==> config.mk <==
export PLATFORM = sky130hd
export DESIGN_NAME = tdm_slot_tx
export DESIGN_NICKNAME = d
export VERILOG_FILES = /design/src/rtl/tdm_tx_pkg.sv /design/src/rtl/tdm_line_sel.sv /design/src/rtl/tdm_slot_timer.sv /design/src/rtl/tdm_shift_core.sv /design/src/rtl/tdm_slot_tx.sv
export SDC_FILE = /design/constraint.sdc
export NUM_CORES = 1
export LEC_CHECK = 0
export CAP_MARGIN = 20
export CORE_MARGIN = 4
export CORE_UTILIZATION = 50
export CTS_CLUSTER_SIZE = 12
export DETAILED_ROUTE_END_ITERATION = 8
export PLACE_DENSITY = 0.71
export SETUP_SLACK_MARGIN = 0.02
export SLEW_MARGIN = 20
export SYNTH_ARGS = -nofsm -noshare
export SYNTH_HDL_FRONTEND = slang
export SYNTH_SLANG_ARGS = --single-unit
==> constraint.sdc <==
create_clock -name clk -period 8.4 [get_ports clk]
set_input_delay 1.68 -clock clk [delete_from_list [all_inputs] [get_ports clk]]
set_output_delay 1.68 -clock clk [all_outputs]
set_load 0.05 [all_outputs]
==> src/rtl/tdm_tx_pkg.sv <==
// Package: shared sizes and helpers for the TDM slot transmitter.
// Assumes a data register of at most 32 bits and a 10-bit bit counter.
package tdm_tx_pkg;
    parameter int TDM_DW    = 32;  // write/shift register width
    parameter int TDM_LINES = 4;   // selectable serial lines
    parameter int TDM_LENW  = 5;   // slot length field width
    parameter int TDM_POSW  = 9;   // slot position field width
    parameter int TDM_CNTW  = 10;  // bit counter width

    // Width needed to hold a bit count 0..dw inclusive.
    function automatic int cnt_bits(input int dw);
        return $clog2(dw) + 1;
    endfunction
endpackage

==> src/rtl/tdm_line_sel.sv <==
// Line selector: samples every line's bit clock and picks the selected line's
// rising edge (bit_tick) and the frame sync seen on that edge (frame_tick).
// Assumes the bit clocks are much slower than clk, so each level lasts at least one clk.
module tdm_line_sel #(
    parameter int LINES = 4,
    localparam int SEL_W = $clog2(LINES)
) (
    input  logic             clk,
    input  logic             rst_n,
    input  logic [SEL_W-1:0] sel,
    input  logic [LINES-1:0] line_fsync,
    input  logic [LINES-1:0] line_bclk,
    output logic             bit_tick,
    output logic             frame_tick
);
    logic [LINES-1:0] bclk_q;

    // Keep the previous level of every line so that a line switch sees a clean edge.
    always_ff @(posedge clk) begin
        if (!rst_n) bclk_q <= '0;
        else        bclk_q <= line_bclk;
    end

    // Rising edge of the selected bit clock; frame sync is taken on that edge.
    always_comb begin
        bit_tick   = line_bclk[sel] & ~bclk_q[sel];
        frame_tick = bit_tick & line_fsync[sel];
    end

    // An edge event cannot repeat on the next clock unless the line changed.
    assert_single_tick_R3: assert property (@(posedge clk) disable iff (!rst_n)
        bit_tick |=> (!bit_tick || sel != $past(sel)));
endmodule

==> src/rtl/tdm_slot_timer.sv <==
// Slot timer: bit counter restarted by frame sync and the in-slot decode.
// Assumes pos+len never reaches the saturation value, so a parked counter is outside every slot.
module tdm_slot_timer #(
    parameter int CNTW = 10,
    parameter int LENW = 5,
    parameter int POSW = 9,
    localparam logic [CNTW-1:0] CNT_MAX = '1
) (
    input  logic            clk,
    input  logic            rst_n,
    input  logic            en,
    input  logic            bit_tick,
    input  logic            frame_tick,
    input  logic [POSW-1:0] pos,
    input  logic [LENW-1:0] len,
    output logic            in_slot
);
    logic [CNTW-1:0] cnt_q;
    logic [CNTW-1:0] idx;
    logic [CNTW-1:0] slot_lo;
    logic [CNTW-1:0] slot_hi;

    // Index of the bit on the current edge: zero on frame sync, else previous plus one, saturating.
    always_comb begin
        if (frame_tick)            idx = '0;
        else if (cnt_q == CNT_MAX) idx = CNT_MAX;
        else                       idx = cnt_q + 1'b1;
        slot_lo = CNTW'(pos);
        slot_hi = CNTW'(pos) + CNTW'(len);
        in_slot = bit_tick && (idx >= slot_lo) && (idx <= slot_hi);
    end

    // Hold the index of the last bit; park at the top while disabled or in reset.
    always_ff @(posedge clk) begin
        if (!rst_n)        cnt_q <= CNT_MAX;
        else if (!en)      cnt_q <= CNT_MAX;
        else if (bit_tick) cnt_q <= idx;
    end

    // A frame-sync edge restarts the count at zero.
    assert_restart_R4: assert property (@(posedge clk) disable iff (!rst_n)
        (en && frame_tick) |=> (cnt_q == '0));
    // The count only moves on a bit edge while enabled.
    assert_count_hold_R4: assert property (@(posedge clk) disable iff (!rst_n)
        (en && !bit_tick) |=> $stable(cnt_q));
endmodule

==> src/rtl/tdm_shift_core.sv <==
// Shift core: the shift register, both reload policies, the reload-size clamp,
// the serial output register and the sticky buffer-empty status.
// Assumes that configuration only changes while en is low.
module tdm_shift_core #(
    parameter int DW   = 32,
    parameter int LENW = 5,
    localparam int CW  = tdm_tx_pkg::cnt_bits(DW),
    localparam int PW  = 2 * LENW + 2
) (
    input  logic            clk,
    input  logic            rst_n,
    input  logic            en,
    input  logic            bit_tick,
    input  logic            frame_tick,
    input  logic            in_slot,
    input  logic            lmode,
    input  logic [LENW-1:0] len,
    input  logic [LENW-1:0] lmult,
    input  logic [DW-1:0]   wreg,
    input  logic            wr_accept,
    output logic            ser_bit,
    output logic            ser_act,
    output logic            bemp,
    output logic            cfg_bad
);
    logic [PW-1:0]   prod;
    logic [CW-1:0]   tot;
    logic [DW-1:0]   aligned;
    logic [DW-1:0]   src;
    logic [DW-1:0]   sh_q,   sh_d;
    logic [CW-1:0]   sent_q, sent_d;
    logic            bit_q,  bit_d;
    logic            act_q,  act_d;
    logic            bemp_q, bemp_d;
    logic            set_empty;

    // Reload size: slot length per frame, or the clamped multiple in on-demand mode.
    always_comb begin
        prod    = (PW'(lmult) + 1'b1) * (PW'(len) + 1'b1);
        cfg_bad = (prod > PW'(DW));
        if (!lmode)       tot = CW'(len) + 1'b1;
        else if (cfg_bad) tot = CW'(DW);
        else              tot = prod[CW-1:0];
        aligned = wreg << (CW'(DW) - tot);
    end

    // Next state of the shift path: preload while idle, per-frame load, shift or on-demand reload.
    always_comb begin
        src       = (frame_tick && !lmode) ? aligned : sh_q;
        sh_d      = sh_q;
        sent_d    = sent_q;
        bit_d     = bit_q;
        act_d     = act_q;
        set_empty = 1'b0;
        if (!en) begin
            sh_d   = aligned;
            sent_d = '0;
            bit_d  = 1'b0;
            act_d  = 1'b0;
        end else if (bit_tick) begin
            sh_d  = src;
            act_d = in_slot;
            bit_d = in_slot ? src[DW-1] : 1'b0;
            if (in_slot) begin
                if (lmode && (sent_q + 1'b1 == tot)) begin
                    sh_d      = aligned;
                    sent_d    = '0;
                    set_empty = 1'b1;
                end else begin
                    sh_d   = src << 1;
                    sent_d = sent_q + 1'b1;
                end
            end
        end
    end

    // Sticky empty flag: an accepted write clears it and wins over a set.
    always_comb begin
        if (wr_accept)      bemp_d = 1'b0;
        else if (set_empty) bemp_d = 1'b1;
        else                bemp_d = bemp_q;
    end

    // Register the shift path and the status.
    always_ff @(posedge clk) begin
        if (!rst_n) begin
            sh_q   <= '0;
            sent_q <= '0;
            bit_q  <= 1'b0;
            act_q  <= 1'b0;
            bemp_q <= 1'b0;
        end else begin
            sh_q   <= sh_d;
            sent_q <= sent_d;
            bit_q  <= bit_d;
            act_q  <= act_d;
            bemp_q <= bemp_d;
        end
    end

    assign ser_bit = bit_q;
    assign ser_act = act_q;
    assign bemp    = bemp_q;

    // Outputs hold between bit edges while enabled.
    assert_hold_R11: assert property (@(posedge clk) disable iff (!rst_n)
        (en && !bit_tick) |=> ($stable(bit_q) && $stable(act_q)));
    // Data is zero whenever the line is not driven.
    assert_quiet_data_R6: assert property (@(posedge clk) disable iff (!rst_n)
        !act_q |-> !bit_q);
    // An accepted write leaves the flag clear.
    assert_clear_R10: assert property (@(posedge clk) disable iff (!rst_n)
        wr_accept |=> !bemp_q);
    // The reload count never passes the reload size in on-demand mode.
    assert_count_bound_R8: assert property (@(posedge clk) disable iff (!rst_n)
        (en && lmode) |=> (sent_q < $past(tot)));
    // An illegal product clamps the on-demand size to the full register.
    always_comb begin
        if (rst_n && lmode && cfg_bad)
            assert_clamp_R9: assert (tot == CW'(DW));
    end
endmodule

==> src/rtl/tdm_slot_tx.sv <==
// Top: TDM time-slot serial transmitter. Holds the write register, picks the
// accepted write source, and decodes the output enable onto the selected line.
// Assumes configuration is changed only with cfg_en low.
module tdm_slot_tx #(
    parameter int DW    = tdm_tx_pkg::TDM_DW,
    parameter int LINES = tdm_tx_pkg::TDM_LINES,
    parameter int LENW  = tdm_tx_pkg::TDM_LENW,
    parameter int POSW  = tdm_tx_pkg::TDM_POSW,
    parameter int CNTW  = tdm_tx_pkg::TDM_CNTW,
    localparam int SEL_W = $clog2(LINES)
) (
    input  logic             clk,
    input  logic             rst_n,
    input  logic             cfg_en,
    input  logic [SEL_W-1:0] cfg_line,
    input  logic [LENW-1:0]  cfg_len,
    input  logic [POSW-1:0]  cfg_pos,
    input  logic             cfg_lmode,
    input  logic [LENW-1:0]  cfg_lmult,
    input  logic             cfg_src,
    input  logic [LINES-1:0] line_fsync,
    input  logic [LINES-1:0] line_bclk,
    input  logic             dsp_wr,
    input  logic             host_wr,
    input  logic [DW-1:0]    wr_data,
    output logic             ser_data,
    output logic [LINES-1:0] ser_oe,
    output logic             bemp,
    output logic             cfg_bad
);
    logic          bit_tick;
    logic          frame_tick;
    logic          in_slot;
    logic          wr_accept;
    logic [DW-1:0] wreg_q;
    logic          ser_act;

    // Only the source named by cfg_src may write.
    assign wr_accept = cfg_src ? host_wr : dsp_wr;

    // Write register, loaded by the accepted source.
    always_ff @(posedge clk) begin
        if (!rst_n)         wreg_q <= '0;
        else if (wr_accept) wreg_q <= wr_data;
    end

    tdm_line_sel #(.LINES(LINES)) u_sel (
        .clk(clk), .rst_n(rst_n), .sel(cfg_line),
        .line_fsync(line_fsync), .line_bclk(line_bclk),
        .bit_tick(bit_tick), .frame_tick(frame_tick)
    );

    tdm_slot_timer #(.CNTW(CNTW), .LENW(LENW), .POSW(POSW)) u_timer (
        .clk(clk), .rst_n(rst_n), .en(cfg_en),
        .bit_tick(bit_tick), .frame_tick(frame_tick),
        .pos(cfg_pos), .len(cfg_len), .in_slot(in_slot)
    );

    tdm_shift_core #(.DW(DW), .LENW(LENW)) u_core (
        .clk(clk), .rst_n(rst_n), .en(cfg_en),
        .bit_tick(bit_tick), .frame_tick(frame_tick), .in_slot(in_slot),
        .lmode(cfg_lmode), .len(cfg_len), .lmult(cfg_lmult),
        .wreg(wreg_q), .wr_accept(wr_accept),
        .ser_bit(ser_data), .ser_act(ser_act), .bemp(bemp), .cfg_bad(cfg_bad)
    );

    // One enable per line; only the selected line is driven.
    generate
        for (genvar g = 0; g < LINES; g++) begin : g_oe
            assign ser_oe[g] = ser_act && (cfg_line == SEL_W'(g));
        end
    endgenerate

    // At most one line is driven.
    assert_oe_onehot_R3: assert property (@(posedge clk) disable iff (!rst_n)
        $onehot0(ser_oe));
    // Disabled channel drives nothing on the next clock.
    assert_off_when_disabled_R2: assert property (@(posedge clk) disable iff (!rst_n)
        !cfg_en |=> (ser_oe == '0));
    // A disabled channel never raises the empty status.
    assert_no_empty_when_disabled_R2: assert property (@(posedge clk) disable iff (!rst_n)
        (!cfg_en && !bemp) |=> !bemp);
endmodule

Word level (Yosys, flattened, before mapping)
Index checks and enable logic that the tools add are counted.
{"block": "op_classes", "n_mux": 22, "bitwise": 4, "n_reduce_logical": 13, "n_shift": 1, "addsub": 7, "n_eq_ne": 6, "magnitude_cmp": 4, "multipliers": 1}
{"cell": "2-to-1 mux 32 bit", "n": 5}
{"cell": "<< shifter 32 x 6 -> 32 bit", "n": 1}
{"cell": "2-to-1 mux 10 bit", "n": 2}
{"cell": "adder 5 x 1 -> 6 bit, second input constant", "n": 3}
{"cell": "2-to-1 mux 6 bit", "n": 3}
{"cell": "greater-than comparator 12 x 6 -> 1 bit, second input constant", "n": 1}
{"cell": "multiplier 12 x 12 -> 12 bit", "n": 1}
{"cell": "adder 10 x 1 -> 10 bit, second input constant", "n": 1}
{"cell": "adder 9 x 5 -> 10 bit", "n": 1}
{"cell": "== test 10 bit, second input constant", "n": 1}
{"cell": "greater-or-equal comparator 10 x 9 -> 1 bit", "n": 1}
{"cell": "less-or-equal comparator 10 bit", "n": 1}
{"cell": "2-to-1 mux 1 bit", "n": 9}
{"cell": "logical AND 1 bit", "n": 8}
{"cell": "adder 6 x 1 -> 6 bit, second input constant", "n": 1}
{"cell": "binary-select mux 1 bit (select 2 bit)", "n": 3}
{"cell": "== test 6 bit", "n": 1}
{"cell": "subtractor 6 bit, first input constant", "n": 1}
{"cell": "== test 2 bit, second input constant", "n": 2}
{"cell": "AND reduction 2 bit", "n": 2}
{"cell": "< comparator 2 x 3 -> 1 bit, second input constant", "n": 1}
{"cell": "bitwise AND 1 bit", "n": 2}
{"cell": "== test 2 x 1 -> 1 bit, second input constant", "n": 1}
{"cell": "zero test 2 bit", "n": 1}
{"cell": "other kinds (4)", "n": 5}
{"block": "totals", "output_inout_bits": 7, "in_bits": 68, "ff_bits": 87}

Depth between registers and ports, before layout
Gate-level depths: netlist of run 1.
{"block": "depth", "depth_word": 12, "depth_mapped": 35, "mapped_depth_nobuf": 29}

Hierarchy
From an unflattened synthesis of run 1, not the netlist that was laid out.
{"block": "unflattened", "hier_cells": 1091, "hier_area_um2": 8724.6}
{"mod": "tdm_shift_core", "n_inst": 1, "area_per_inst_um2": 5841.9, "cells_per_inst": 750}
{"mod": "tdm_slot_timer", "n_inst": 1, "area_per_inst_um2": 1350.0, "cells_per_inst": 176}
{"mod": "tdm_slot_tx", "n_inst": 1, "area_per_inst_um2": 1330.0, "cells_per_inst": 145}
{"mod": "tdm_line_sel", "n_inst": 1, "area_per_inst_um2": 202.7, "cells_per_inst": 20}

Worst setup path after synthesis of run 1
No wires, ideal clock.
{"block": "synth_timing", "path_type": "input to register", "from": "in cfg_len[0]", "to": "reg u_core.sh_q[18]", "arrival_time_ps": 8681, "path_slack_ps": -400, "stages": 34, "required_ps": 8280, "setup_ps": 120, "path_buffers": 8, "cell_sequence": "clkbuf_1 -> nand3_1 -> xnor2_1 -> nand2b_1 -> fa_1 -> inv_1 -> fa_1 -> inv_1 -> fa_1 -> inv_1 -> ha_1 -> clkbuf_1 -> o21a_1 -> a211oi_1 -> o311ai_1 -> o31ai_4 -> inv_2 -> buf_6 -> buf_2 -> buf_2 -> ha_1 -> clkbuf_1 -> nand2_1 -> xnor2_1 -> nor4_1 -> a311oi_1 -> and2_1 -> buf_2 -> nand2_1 -> clkbuf_1 -> nor3b_1 -> a21oi_1 -> a21oi_1 -> o31a_1"}
{"block": "synth_between", "elab_chain_len": 12, "elab_cells_between_ends": 18}
{"item": "start: declaration", "line_no": "tdm_slot_tx.sv:16", "source": "input logic [LENW-1:0] cfg_len,"}
{"item": "adder 5 x 1 -> 6 bit", "line_no": "tdm_shift_core.sv:39, tdm_shift_core.sv:41"}
{"item": "multiplier 12 x 12 -> 12 bit", "line_no": "tdm_shift_core.sv:39", "source": "prod = (PW'(lmult) + 1'b1) * (PW'(len) + 1'b1);"}
{"item": "greater-than comparator 12 x 6 -> 1 bit", "line_no": "tdm_shift_core.sv:40", "source": "cfg_bad = (prod > PW'(DW));"}
{"item": "2-to-1 mux 6 bit", "line_no": "tdm_shift_core.sv:42", "source": "else if (cfg_bad) tot = CW'(DW);"}
{"item": "2-to-1 mux 6 bit", "line_no": "tdm_shift_core.sv:41", "source": "if (!lmode) tot = CW'(len) + 1'b1;"}
{"item": "subtractor 6 bit", "line_no": "tdm_shift_core.sv:44", "source": "aligned = wreg << (CW'(DW) - tot);"}
{"item": "<< shifter 32 x 6 -> 32 bit", "line_no": "tdm_shift_core.sv:44"}
{"item": "2-to-1 mux 32 bit", "line_no": "tdm_shift_core.sv:49", "source": "src = (frame_tick && !lmode) ? aligned : sh_q;"}
{"item": "2-to-1 mux 32 bit", "line_no": "tdm_shift_core.sv:65", "source": "if (lmode && (sent_q + 1'b1 == tot)) begin"}
{"item": "2-to-1 mux 32 bit", "line_no": "tdm_shift_core.sv:64", "source": "if (in_slot) begin"}
{"item": "2-to-1 mux 32 bit", "line_no": "tdm_shift_core.sv:60", "source": "end else if (bit_tick) begin"}
{"item": "2-to-1 mux 32 bit (*)", "line_no": "tdm_shift_core.sv:55", "source": "if (!en) begin"}
{"item": "end signal: assignment", "line_no": "tdm_shift_core.sv:87", "source": "sh_q <= '0;"}
{"item": "end signal: assignment", "line_no": "tdm_shift_core.sv:93", "source": "sh_q <= sh_d;"}
{"item": "end: declaration", "line_no": "tdm_shift_core.sv:30", "source": "logic [DW-1:0] sh_q, sh_d;"}
Every way passes the cells marked *; elsewhere a longest branch is shown, timed or not. The select of a mux whose other input is x is not followed.
A chain may end at the register's enable or synchronous reset.

Worst setup path in the final report of run 1
{"block": "layout_timing", "from": "in cfg_lmult[2]", "to": "reg u_core.sh_q[25]"}
{"block": "layout_between", "elab_chain_len": 12, "elab_cells_between_ends": 14}
{"item": "start: declaration", "line_no": "tdm_slot_tx.sv:19", "source": "input logic [LENW-1:0] cfg_lmult,"}
{"item": "adder 5 x 1 -> 6 bit (*)", "line_no": "tdm_shift_core.sv:39"}
{"item": "multiplier 12 x 12 -> 12 bit (*)", "line_no": "tdm_shift_core.sv:39"}
{"item": "greater-than comparator 12 x 6 -> 1 bit", "line_no": "tdm_shift_core.sv:40"}
{"item": "2-to-1 mux 6 bit (*)", "line_no": "tdm_shift_core.sv:42"}
{"item": "2-to-1 mux 6 bit (*)", "line_no": "tdm_shift_core.sv:41"}
{"item": "subtractor 6 bit", "line_no": "tdm_shift_core.sv:44"}
{"item": "<< shifter 32 x 6 -> 32 bit", "line_no": "tdm_shift_core.sv:44"}
{"item": "2-to-1 mux 32 bit", "line_no": "tdm_shift_core.sv:49"}
{"item": "2-to-1 mux 32 bit", "line_no": "tdm_shift_core.sv:65"}
{"item": "2-to-1 mux 32 bit", "line_no": "tdm_shift_core.sv:64"}
{"item": "2-to-1 mux 32 bit", "line_no": "tdm_shift_core.sv:60"}
{"item": "2-to-1 mux 32 bit (*)", "line_no": "tdm_shift_core.sv:55"}
Marks and branches as above.

==> results of run 1 <==
[worst paths after layout]
check                                     start                       endpoint  cells after the start
setup / recovery                   cfg_lmult[2]   u_core.sh_q[25]$_SDFFE_PN0P_                     31
hold / removal    u_core.sent_q[5]$_SDFFE_PN0P_  u_core.sent_q[5]$_SDFFE_PN0P_                      2
setup reg to reg  u_timer.cnt_q[0]$_SDFFE_PN1P_   u_core.sh_q[28]$_SDFFE_PN0P_                     19
hold reg to reg   u_core.sent_q[5]$_SDFFE_PN0P_  u_core.sent_q[5]$_SDFFE_PN0P_                      2
[worst max-delay path, delay by kind of cell]
kind | cells | cell delay (ps)
buffers and inverters | 8 | 1280
XOR/XNOR | 2 | 250
AND/OR/NAND/NOR | 9 | 2010
AO/OA/AOI/OAI | 7 | 1050
adder cells (fa/ha/maj) | 5 | 2140
[state kept, by name, summed over array words and instances, names as in the netlist]
name	cells
wreg_q	32
u_core.ser_act	1
u_timer.cnt_q	10
u_core.sh_q	32
u_core.ser_bit	1
u_sel.bclk_q	4
u_core.sent_q	6
u_core.bemp	1
[area by class of cell]
cell class              instances  area, um2  share of cell area [%]
clock buffers                  11      232.7                   2.077
inverters                      52      195.2                   1.742
well taps                     220      275.3                   2.457
multi-input cells             908       6788                   60.58
repair buffers                224       1933                   17.25
clock inverters                 5      38.79                  0.3462
flip-flops and latches         87       1742                   15.54
[power breakdown]
group          internal [mW]  leakage (nW)  switching (mW)
Combinational          0.645          3.92           0.748
Clock                  0.203         0.131           0.175
Sequential             0.448         0.714          0.0318
[cell usage in the layout (no fill, tap or decap), types with 6 or more instances in the layout]
cell and n:
nand2_1 164, buf_4 144, nor2_1 93, dfxtp_1 87, clkdlybuf4s50_1 65, a21oi_1 63, mux2i_1 51, inv_1 50
ha_1 46, o21ai_0 44, nand3_1 35, a21boi_0 33, xnor2_1 22, mux4_2 20, fa_1 18, and2_1 17
nor3_1 15, a21o_1 14, and3_1 14, a31oi_1 14, o211ai_1 14, a221oi_1 13, o22ai_1 11, nand2b_1 10
nor2b_1 9, a211oi_1 9, o21a_1 9, mux2_2 9, clkbuf_16 9, o21ai_1 8, o31ai_1 8, nand4_1 7
dlymetal6s2s_1 7, xor2_1 6, a22oi_1 6
[routing by layer]
| metal | global-route usage [%] | vias to the layer above |
|---|---|---|
| met5 | 0 | - |
| met4 | 6.323 | 0 |
| met3 | 4.666 | 60 |
| met2 | 40.21 | 416 |
| met1 | 37.69 | 4224 |
| li1 | - | 4381 |
[cells by family after synthesis]
group	after synthesis
AO/OA/AOI/OAI	313
flip-flops	87
XOR/XNOR	38
adder cells (fa/ha/maj)	67
buffers and inverters	124
multiplexers	85
AND/OR/NAND/NOR	405
[timing repair]
action                                  in CTS  in global routing
hold endpoints to repair                     0                  0
pin swaps                                    4                 17
hold buffers                                 0                  0
resized for setup                           15                 48
endpoints found under the setup margin      33                 33
setup buffers                                5                  8
[metrics by stage]
step | std cells | total power, mW | setup TNS [ps] | hold WS [ps] | worst slack [ps]
after CTS | 1499 | 2.171 | 0 | 475.7 | 20.63
final | 1507 | 2.251 | 0 | 472.4 | 128.4
after global routing | 1507 | 2.394 | -402.5 | 517.6 | -60.95
after floorplan | 1119 | 1.310 | 0 | 437.9 | 32.78
after global placement | 1478 | 1.735 | -11360 | 453.6 | -506.1
after detailed placement | 1478 | 1.757 | -15700 | 467.0 | -614.6
==> impl_metrics.ini, run 1 <==
[run_status]
outcome = completed

[drt]
top_layer = met4
wl_met2_um = 11670
wl_met3_um = 2174
dr_total_vias = 9081
drtIter0Drc = 1060
drt-met1-wl_um = 11780
firstDrtPassIters = 5
wl_per_cell_um = 17.36
detail-route-antenna-nets = 0
wl_um = 26160
routed_via_density = 6.026
drc = 0

[cts]
cts_tree = done
clock_latency_ps = 350
cts_root_buf = clkbuf_16
cts_buffer_depth = 2
numCtsBuffers = 9
htree_levels = 3
clk_pin_slew_ps = 60
cts.sinks = 87

[finish]
drive_gt1_share_pct = 20.75
antenna_cells = 0
final_area_um2 = 11200
fill_cells = 1460
syn_to_final_growth_pct = 28.92
post-route-util_pct = 66.62
fin_nets = 1417

[die]
die_height_um = 139.8
fp-row-count = 47
start_util_pct = 51.67
ios = 75
die_area_um2 = 19560
coreArea_um2 = 16820
die_x_um = 139.8

[worst_setup_path]
r2r_setup_slack_ps = 3730
startpoint_type = input pin
cp_slowest_cell = fa_1
max_stage_delay_ps = 530
crit_type = input pin to flop
crit_arrival_ps = 8470
end_kind = flop
required_ps = 8600
crit_path_max_fanout = 9

[yosys]
syn_inst = 1119
synth.top_cells.by_area = dfxtp_1, nand2_1, ha_1
synth-simple-area-share_pct = 21.13
synth_nets = 1254
syn_area_um2 = 8691
synth_fa_ha_area_share_pct = 11.20
seq_area_frac_synth_pct = 20.04
synth_xor_area_share_pct = 4.132
synth-compound-area-share_pct = 25.05
synth.distinct_cells = 79
syn_area_per_cell_um2 = 7.767
ys.flop_type = dfxtp_1
synth_mux_area_share_pct = 12.80
async_reset_ff_share_pct = 0
ys_ff_latch = 87
synth_commonest_cells = nand2_1, nor2_1, dfxtp_1
synth_top_area_share_pct = 20.04
ys_warn_count = 0
synth.most_common_cell = nand2_1
synth_edf_count = 0
synth_top_area_cell = dfxtp_1
synth_top_family_by_area = compound AO/OA/AOI/OAI gates

[place]
placed_cell_area_um2 = 10540
io_buffers = 74
dpl.hpwl_um = 19330
place_congestion = 0.9588

[timing]
finalMaxSlewViolations = 0
fin_skew_ps = 8.036
hold_viol = 0
setup_viol = 0
slew_headroom_pct = 50.00
rsz0062_at_grt = yes
tightest_slew_ps = 749.9
max_freq_mhz = 120.9
min_period_ps = 8272
layout_worst_path_cycle_share_pct = 98.47

[global_routing]
gr-total-overflow = 0
grtUsageTotal_pct = 26.00
grt_first_pass_wirelength_um = 42830
grt_start_max_net_pins = 73
grt_pass1_vias = 8531
antenna_found_initial = 0

[power_and_ir_drop]
leakage_nw = 4.763
peakVddDrop_mv = 0.1382
power_density_nw_per_um2 = 200.9

[min_path]
hold_path_class = flop to flop

[run]
drv_cap = 0
No activity file was read; power rests on OpenSTA's default activity.
==> run 2, diff against run 1 <==
--- a/config.mk
+++ b/config.mk
@@ -5,8 +5,7 @@
 export SDC_FILE = /design/constraint.sdc
 export NUM_CORES = 1
 export LEC_CHECK = 0
-export CAP_MARGIN = 20
-export CORE_MARGIN = 4
+export CAP_MARGIN = 10
 export CORE_UTILIZATION = 50
 export CTS_CLUSTER_SIZE = 12
 export DETAILED_ROUTE_END_ITERATION = 8
==> run 2 against run 1 <==
Net effect:
- maximum frequency up 0.84%
- via count rose by 0.79%
- total power increased by 4.6%
- clock power is 12% higher
- final area rose by 1.2%
- core utilization is 1.0 points higher
- sequential share of layout area shrank 0.19 points
- largest cell class unchanged
==> impl_metrics.ini, run 2 (same netlist as run 1, synthesis figures left out) <==
[run_status]
outcome = completed

[power_and_ir_drop]
p_int_mw = 1.377
leakage_nw = 4.810
power_frac_seq_pct = 20.4
comb_power_share_pct = 61.6
power_switching_mw = 0.9776
pwr-share-clk_pct = 18.0
power_mw = 2.355
power_density_nw_per_um2 = 207.7
power_switching_share_pct = 41.51
peakVddDrop_mv = 0.1690

[cts]
cts.sinks = 87
cts_buffer_depth = 2
numCtsBuffers = 9
cts_root_buf = clkbuf_16
cts_tree = done
htree_levels = 3
clock_latency_ps = 360
clk_pin_slew_ps = 60
holdBufCountCts = 0

[worst_setup_path]
startpoint_type = input pin
crit_arrival_ps = 8440
r2r_cells = 18
crit_type = input pin to flop
r2r-end = u_core.sh_q[28]$_SDFFE_PN0P_
max_stage_delay_ps = 580
crit_path_max_fanout = 6
cp_slowest_cell = mux4_2
required_ps = 8630
end_kind = flop
rr_startpoint = u_timer.cnt_q[0]$_SDFFE_PN1P_
r2r_setup_slack_ps = 3750

[die]
start_util_pct = 51.86
fp-row-count = 47
die_x_um = 133.8
die_height_um = 133.8
ios = 75
coreArea_um2 = 16760
die_area_um2 = 17910

[timing]
min_period_ps = 8203
tightest_slew_ps = 996.0
slew_headroom_pct = 33.46
setup_viol = 0
layout_worst_path_cycle_share_pct = 97.65
max_freq_mhz = 121.9
fin_skew_ps = 14.81
hold_viol = 0
finalMaxSlewViolations = 0

[drt]
drtIter0Drc = 1034
wl_per_cell_um = 17.29
dr_total_vias = 9153
firstDrtPassIters = 6
routed_via_density = 6.062
drc = 0
detail-route-antenna-nets = 0
wl_um = 26110

[global_routing]
antenna_found_initial = 0
grt_first_pass_wirelength_um = 42060
grtUsageTotal_pct = 29.01
gr-total-overflow = 0
grt_start_max_net_pins = 73
grt_pass1_vias = 8549

[finish]
final_cell_mix = nand2_1, buf_4, nor2_1, dfxtp_1, clkdlybuf4s50_1
largestRegisters = u_core.sh_q: 32 flops, wreg_q: 32 flops, u_timer.cnt_q: 10 flops
fin_nets = 1420
final_cells = 1510
drive_gt1_share_pct = 21.55
final_area_um2 = 11340
antenna_cells = 0
syn_to_final_growth_pct = 30.49
final_common_cell = nand2_1

[place]
place_congestion = 0.9552
dp.cells = 1481
placed_cell_area_um2 = 10560
io_buffers = 74
dpl.hpwl_um = 19120

[min_path]
hold_path_class = flop to flop
hold_depth = 2
min_to = wreg_q[31]$_SDFFE_PN0P_
min-delay-start = wreg_q[31]$_SDFFE_PN0P_

[run]
drv_cap = 0
## run 2: timing repair
action                                 CTS  global route
buffers inserted                         0            12
pin swaps                                0            27
gates cloned                             0             1
setup endpoints to repair               15            33
endpoints found under the hold margin    0             0
resized for setup                        3            66
## run 2: worst max-delay path by stage
| stage | startpoint | to | cells past startpoint |
|---|---|---|---|
| 2_1_floorplan | cfg_len[0] | u_core.sh_q[20]$_SDFFE_PN0P_ | 29 |
| 3_3_place_gp | cfg_len[2] | u_core.sh_q[26]$_SDFFE_PN0P_ | 31 |
| 3_5_place_dp | cfg_len[2] | u_core.sh_q[25]$_SDFFE_PN0P_ | 31 |
| 4_1_cts | cfg_len[0] | u_core.sh_q[12]$_SDFFE_PN0P_ | 28 |
| 5_1_grt | cfg_lmult[2] | u_core.sh_q[30]$_SDFFE_PN0P_ | 29 |
| 6_report | cfg_lmult[2] | u_core.sh_q[30]$_SDFFE_PN0P_ | 29 |
## run 2: cell type report
| type | instances | area (um2) |
|---|---|---|
| clock inverters | 5 | 61.31 |
| repair buffers | 227 | 1972 |
| multi-input cells | 908 | 6853 |
| inverters | 52 | 195.2 |
| fillers | 1384 | 5419 |
| flip-flops and latches | 87 | 1742 |
| well taps | 220 | 275.3 |
| clock buffers | 11 | 242.7 |
## run 2: worst max-delay path: cells and delay by family
kind | cells | cell delay [ps]
and+or+nand+nor | 3 | 590
xor gates and xnor gates | 2 | 340
AOI/OAI and AO/OA | 7 | 1470
adders and majority gates | 5 | 2020
muxes | 3 | 950
buffers and inverters | 9 | 1370
## run 2: power groups by stage
stage	clock, mW	combinational [mW]	sequential [mW]
after floorplan	0	0.833	0.477
after global placement	0	1.27	0.486
after detailed placement	0	1.29	0.487
after CTS	0.425	1.30	0.478
after global routing	0.439	1.56	0.484
final	0.423	1.45	0.481
## run 2: layer usage
| metal | part of all wire, % | global-route usage (%) |
|---|---|---|
| met1 | 45 | 40.94 |
| met2 | 45 | 45.02 |
| met3 | 7.8 | 5.102 |
| met4 | 1.8 | 8.649 |
| met5 | 0 | 0 |
## run 2: stage by stage
stage	util (%)	TNS, ps	hold WS, ps	setup WS (ps)
2_1_floorplan	-	0	437.9	32.78
3_3_place_gp	62.99	-8184	456.6	-399.6
3_5_place_dp	62.99	-10480	467.2	-465.9
4_1_cts	64.88	0	476.6	22.60
5_1_grt	67.67	-59.76	497.8	-35.02
6_report	67.67	0	473.5	197.4
